==> src/rtl/nor_cmd_ctrl.sv <==
module nor_cmd_ctrl #(
  parameter int ADDR_W   = 16,
  parameter int SECT_W   = 4,
  parameter int PROG_CYC = 64,
  parameter int PRE_CYC  = 256,
  parameter int ERS_CYC  = 1024,
  parameter int SUSP_LAT = 32
) (
  input  logic              clk,
  input  logic              rst_n,
  input  logic              wr_en,
  input  logic [ADDR_W-1:0] wr_addr,
  input  logic [7:0]        wr_data,
  input  logic              rd_en,
  input  logic [ADDR_W-1:0] rd_addr,
  input  logic [7:0]        arr_data,
  output logic [7:0]        rd_data,
  output logic [ADDR_W-1:0] arr_ra,
  output logic              busy,
  output logic              suspended,
  output logic              arr_wr,
  output logic [ADDR_W-1:0] arr_wa,
  output logic [7:0]        arr_wd,
  output logic              zero_all,
  output logic              erase_all
);

  localparam int MAX_A   = PROG_CYC > PRE_CYC ? PROG_CYC : PRE_CYC;
  localparam int CNT_MAX = MAX_A > ERS_CYC ? MAX_A : ERS_CYC;
  localparam int CNT_W   = $clog2(CNT_MAX + 1);
  localparam int WCT_W   = $clog2(SUSP_LAT + 1);
  localparam logic [CNT_W-1:0] LD_PROG = CNT_W'(PROG_CYC - 1);
  localparam logic [CNT_W-1:0] LD_PRE  = CNT_W'(PRE_CYC - 1);
  localparam logic [CNT_W-1:0] LD_ERS  = CNT_W'(ERS_CYC - 1);
  localparam logic [WCT_W-1:0] LD_WAIT = WCT_W'(SUSP_LAT - 1);

  localparam logic [11:0] KEY_A1 = 12'h555;
  localparam logic [11:0] KEY_A2 = 12'h2AA;
  localparam logic [7:0]  KEY_D1 = 8'hAA;
  localparam logic [7:0]  KEY_D2 = 8'h55;
  localparam logic [7:0]  OP_PGM = 8'hA0;
  localparam logic [7:0]  OP_SET = 8'h80;
  localparam logic [7:0]  OP_CHP = 8'h10;
  localparam logic [7:0]  OP_HLD = 8'hB0;
  localparam logic [7:0]  OP_RUN = 8'h30;

  typedef enum logic [2:0] {
    M_READ, M_PROG, M_HWAIT, M_HOLD, M_FILL, M_WIPE
  } mode_t;

  typedef enum logic [2:0] {
    K_IDLE, K_U1, K_U2, K_PDATA, K_SET, K_U3, K_U4
  } key_t;

  mode_t             mode;
  key_t              key, key_n;
  logic [CNT_W-1:0]  cnt;
  logic [WCT_W-1:0]  wcnt;
  logic [ADDR_W-1:0] p_addr;
  logic [7:0]        p_data;
  logic              tog;
  logic              go_prog, go_wipe;

  wire hit_a1 = wr_addr[11:0] == KEY_A1;
  wire hit_a2 = wr_addr[11:0] == KEY_A2;
  wire first1 = hit_a1 && wr_data == KEY_D1;
  wire second = hit_a2 && wr_data == KEY_D2;

  always_comb begin
    key_n   = key;
    go_prog = 1'b0;
    go_wipe = 1'b0;
    if (wr_en && mode == M_READ) begin
      unique case (key)
        K_IDLE:  key_n = first1 ? K_U1 : K_IDLE;
        K_U1:    key_n = second ? K_U2 : K_IDLE;
        K_U2: begin
          if (hit_a1 && wr_data == OP_PGM)      key_n = K_PDATA;
          else if (hit_a1 && wr_data == OP_SET) key_n = K_SET;
          else                                  key_n = K_IDLE;
        end
        K_PDATA: begin
          go_prog = 1'b1;
          key_n   = K_IDLE;
        end
        K_SET:   key_n = first1 ? K_U3 : K_IDLE;
        K_U3:    key_n = second ? K_U4 : K_IDLE;
        K_U4: begin
          go_wipe = hit_a1 && wr_data == OP_CHP;
          key_n   = K_IDLE;
        end
        default: key_n = K_IDLE;
      endcase
    end else if (mode != M_READ) begin
      key_n = K_IDLE;
    end
  end

  always_ff @(posedge clk or negedge rst_n) begin
    if (!rst_n) begin
      mode      <= M_READ;
      key       <= K_IDLE;
      cnt       <= '0;
      wcnt      <= '0;
      p_addr    <= '0;
      p_data    <= '0;
      arr_wr    <= 1'b0;
      zero_all  <= 1'b0;
      erase_all <= 1'b0;
    end else begin
      key       <= key_n;
      arr_wr    <= 1'b0;
      zero_all  <= 1'b0;
      erase_all <= 1'b0;
      unique case (mode)
        M_READ: begin
          if (go_prog) begin
            mode   <= M_PROG;
            cnt    <= LD_PROG;
            p_addr <= wr_addr;
            p_data <= wr_data;
          end else if (go_wipe) begin
            mode <= M_FILL;
            cnt  <= LD_PRE;
          end
        end
        M_PROG: begin
          if (cnt == '0) begin
            mode   <= M_READ;
            arr_wr <= 1'b1;
          end else if (wr_en && wr_data == OP_HLD) begin
            mode <= M_HWAIT;
            wcnt <= LD_WAIT;
          end else begin
            cnt <= cnt - 1'b1;
          end
        end
        M_HWAIT: begin
          if (wcnt == '0) mode <= M_HOLD;
          else            wcnt <= wcnt - 1'b1;
        end
        M_HOLD: begin
          if (wr_en && wr_data == OP_RUN) mode <= M_PROG;
        end
        M_FILL: begin
          if (cnt == '0) begin
            mode     <= M_WIPE;
            cnt      <= LD_ERS;
            zero_all <= 1'b1;
          end else begin
            cnt <= cnt - 1'b1;
          end
        end
        M_WIPE: begin
          if (cnt == '0) begin
            mode      <= M_READ;
            erase_all <= 1'b1;
          end else begin
            cnt <= cnt - 1'b1;
          end
        end
        default: mode <= M_READ;
      endcase
    end
  end

  wire         wiping   = mode == M_FILL || mode == M_WIPE;
  wire [SECT_W-1:0] rd_sect = rd_addr[ADDR_W-1 -: SECT_W];
  wire [SECT_W-1:0] p_sect  = p_addr[ADDR_W-1 -: SECT_W];
  wire         held_hit = mode == M_HOLD && rd_sect == p_sect;
  wire         dq7      = wiping ? 1'b0 : ~p_data[7];
  wire [7:0]   stat     = {dq7, tog, 3'b000, wiping & tog, 2'b00};

  assign busy      = mode == M_PROG || mode == M_HWAIT || wiping;
  assign suspended = mode == M_HOLD;
  assign arr_ra    = rd_addr;
  assign arr_wa    = p_addr;
  assign arr_wd    = p_data;

  always_ff @(posedge clk or negedge rst_n) begin
    if (!rst_n) begin
      rd_data <= '0;
      tog     <= 1'b0;
    end else if (rd_en) begin
      if (busy) begin
        rd_data <= stat;
        tog     <= ~tog;
      end else if (held_hit) begin
        rd_data <= {~p_data[7], 7'b0};
      end else begin
        rd_data <= arr_data;
      end
    end
  end

endmodule

==> config.mk <==
export PLATFORM = sky130hd
export DESIGN_NAME = nor_cmd_ctrl
export DESIGN_NICKNAME = d
export VERILOG_FILES = /design/src/rtl/nor_cmd_ctrl.sv
export SDC_FILE = /design/constraint.sdc
export NUM_CORES = 1
export LEC_CHECK = 0
export CAP_MARGIN = 20
export CELL_PAD_IN_SITES_DETAIL_PLACEMENT = 0
export CELL_PAD_IN_SITES_GLOBAL_PLACEMENT = 2
export CORE_UTILIZATION = 26
export CTS_BUF_LIST = sky130_fd_sc_hd__clkbuf_4
export DETAILED_ROUTE_END_ITERATION = 16
export PLACE_DENSITY = 0.89
export SYNTH_ARGS = -nofsm -noshare
export SYNTH_HDL_FRONTEND = slang
export SYNTH_SLANG_ARGS = --single-unit
==> constraint.sdc <==
create_clock -name clk -period 1.75 [get_ports clk]
set_clock_uncertainty 0.1 [all_clocks]
set_input_delay 0.175 -clock clk [delete_from_list [all_inputs] [get_ports clk]]
set_output_delay 0.175 -clock clk [all_outputs]
set_load 0.1 [all_outputs]
==> run_results.csv <==
group,metric,value,unit
floorplanning,core-area,12100,µm²
timing,max_freq,517,MHz
floorplanning,die_area,12900,µm²
power,switching_share,0.386,
routing,drc,0,
global_routing,grt_first_pass_wirelength,15000,µm
global_routing,overflow,0,
finish,fin_area,5850,µm²
synthesis,avgSynthCellArea,10.7,µm²
clock_network,cts.sinks,59,
job,drv_cap,0,
floorplanning,die_w,114,µm
floorplanning,die_y,114,µm
clock_network,clockBufferDepth,2,
power,pwr-share-comb,0.501,
synthesis,yosysWarnings,0,
power,leakagePower,2.53,nW
power,power.switching,0.00218,W
placement,post-place-ws,-459,ps
hold_path,hold_path_class,"input port to asynchronous set/reset pin",
synthesis,synth_nets,358,
routing,dr.pass1.iters,4,
timing,final_hold_viol_count,0,
power,cellPowerDensity,965,nW/µm²
routing,viasPerCell,4.63,
power,vdd_drop_max,350,µV
timing,slew_headroom,0.699,
routing,drt_iter0_markers,80,
routing,ant_nets,0,
synthesis,netlist_top_cells_area,"dfrtp_1 46%, mux2_2 9.0%, buf_4 4.4%, nand2_1 2.9%, nor2_1 2.8%",
setup_path,critPathMaxStageDelay,460,ps
setup_path,cp-start-kind,"register",
timing,rsz0062_at_grt,"true",
floorplanning,rows,40,
power,total_power,0.00564,W
synthesis,synth_common_cells,"59 x dfrtp_1, 26 x mux2_2, 25 x nand2_1, 24 x nor2_1, 19 x buf_4",
setup_path,required,1960,ps
finish,antenna_cells,0,
placement,gp_congestion,0.789,
clock_network,clockRootBuffer,"clkbuf_4",
placement,numPlacedInstances,604,
setup_path,timing_worst_setup_path_type,"register to register",
finish,stdcell_count,638,
placement,hpwl,6600,µm
timing,finalSetupViolCount,46,
synthesis,synth_edf_count,0,
routing,routedWlPerCell,14.9,µm
run_status,status,"finished with violations",
setup_path,critPathMaxFanout,5,
timing,period_share,1.11,
setup_path,crit_chain,"buf_6 -> or3b_4 -> a31oi_4 -> nor2_2 -> and3_4 -> o21a_1",
timing,setup_ws,-186,ps
synthesis,synth_top_area_cell,"dfrtp_1",
timing,tightest_slew,449,ps
finish,layout-drive-gt1-share,0.500,
clock_network,cts_tree,"yes",
routing,wirelength,9510,µm
setup_path,cp.arrival,2140,ps
synthesis,ys_seq_area_frac,0.456,
finish,area_delta_synth_final,80.6,%
setup_path,crit_slowest_cell,"dfrtp_2",
placement,io_buffer_count,80,
clock_network,clkTransAtPathRegs,100,ps
floorplanning,start_util,0.269,
power,clockPowerShare,0.195,
power,seq_power_share,0.304,
synthesis,synth_seq_cells,59,
global_routing,antenna_found_initial,0,
synthesis,syn_inst,302,
timing,drv_slew,0,
timing,min_period,1940,ps
finish,n_fill_cell,1085,
clock_network,cts.htree.levels,3,
finish,final_core_util,0.485,
clock_network,cts_buffers,9,
global_routing,grt_util_all_layers,0.145,
routing,num_vias,2951,
placement,placedInstanceArea,5190,µm²
power,p_int,0.00346,W
synthesis,synth_cell_types,61,
global_routing,grt_max_degree,60,
synthesis,synthArstFlopShare,1.00,
synthesis,synth_area,3240,µm²
synthesis,netlist.area_leader.share,0.456,
synthesis,yosysMostFrequentCell,"dfrtp_1",
synthesis,synthFlopType,"dfrtp_1",
run_status,violations,"setup timing",
finish,fin_nets,521,
floorplanning,ios,105,
clock_network,clock_latency,410,ps
global_routing,grt_pass1_vias,3116,
setup_path,worst_setup_path_end_kind,"register",
[routing by layer]
layer  vias to the layer above  track usage  part of all wire
met2                        64        0.241              0.51
met3                         7       0.0425             0.044
met5                         -            0                 0
met4                         0       0.0377            0.0089
met1                      1455        0.184              0.44
li1                       1425            -                 -
[path summary, 6_finish.rpt]
| check | from | endpoint | slack [ps] | cells after the start |
|---|---|---|---|---|
| worst max-delay path | mode[2]$_DFFE_PN0P_ | mode[2]$_DFFE_PN0P_ | -190 | 6 |
| worst min-delay path | rst_n | arr_wa[0]$_DFFE_PN0N_ | 200 | 3 |
| worst max register to register | mode[2]$_DFFE_PN0P_ | mode[2]$_DFFE_PN0P_ | -190 | 6 |
| worst min register to register | tog$_DFFE_PN0P_ | tog$_DFFE_PN0P_ | 410 | 1 |
| max in group asynchronous | rst_n | arr_wa[13]$_DFFE_PN0N_ | 1070 | 3 |
| min in group clk | rd_addr[4] | arr_ra[4] | 250 | 0 |
[worst max-delay path, delay by kind of cell (launching register included)]
| family | cells | cell delay (ps) |
|---|---|---|
| AOI/OAI and AO/OA | 2 | 450 |
| buffers and inverters | 1 | 140 |
| DFF | 1 | 460 |
| and+or+nand+nor | 3 | 680 |
[power groups by stage]
stage | Clock, W | Combinational (W) | Sequential [W]
finish | 0.00110 | 0.00283 | 0.00172
global placement | 0 | 0.00249 | 0.00171
detailed placement | 0 | 0.00252 | 0.00171
global route | 0.00119 | 0.00302 | 0.00174
CTS | 0.00114 | 0.00268 | 0.00169
floorplan | 0 | 0.00118 | 0.00212
[cell usage in the layout (no fill, tap or decap), types with 4 or more instances in the layout]
cell	Yosys	layout
clkdlybuf4s50_1	0	38
buf_6	1	12
nor2b_1	4	4
xor2_1	6	6
buf_4	19	76
nand3_2	1	4
dfrtp_1	59	52
clkinv_2	0	4
mux2_4	0	25
nor3_1	11	9
dfrtp_2	0	7
a31oi_1	8	8
a22o_1	6	6
inv_1	9	7
nand2_1	25	22
buf_12	0	43
nor2_1	24	22
nand4_1	6	6
o21ai_0	5	5
a21oi_1	9	8
clkbuf_4	0	10
[layout make-up]
type	instances	area, µm²	share of cell area
Timing Repair Buffer	174	2030	0.346
Clock buffer	10	75.1	0.0128
Clock inverter	6	80.1	0.0137
Tap cell	168	210	0.0359
Multi-Input combinational cell	211	1920	0.328
Inverter	10	51.3	0.00877
Sequential cell	59	1490	0.254
[repair_timing]
| action | CTS | global route |
|---|---|---|
| endpoints found under the setup margin | 52 | 57 |
| hold endpoints to repair | 59 | 0 |
| gates cloned | 1 | 3 |
| setup buffers | 7 | 8 |
| hold buffers | 1 | 0 |
| pin swaps | 16 | 13 |
| gates resized for setup | 18 | 56 |
[sequential cells by signal, indices dropped and copies added, names as in the netlist]
signal     cells
arr_wr         1
arr_wd         8
arr_wa        16
tog            1
cnt           11
key            3
mode           3
rd_data        8
wcnt           6
erase_all      1
zero_all       1
[per-stage QoR]
step	setup TNS, ps	hold WS [ps]
final	-3240	205
after CTS	-3790	197
after detailed placement	-18130	112
after floorplan	-2590	-221
after global routing	-6360	209
after global placement	-17640	119
[kinds of logic (layout without fill, tap and decap cells)]
group | after synthesis | in the layout | share of synthesized area
AO/OA/AOI/OAI | 59 | 60 | 0.143
XOR/XNOR | 10 | 10 | 0.0270
adder cells (fa/ha/maj) | 4 | 4 | 0.0155
buffers and inverters | 33 | 200 | 0.0637
flip-flops | 59 | 59 | 0.456
multiplexers | 27 | 27 | 0.0935
AND/OR/NAND/NOR | 110 | 110 | 0.201
Power figures use the tool's default switching activity.
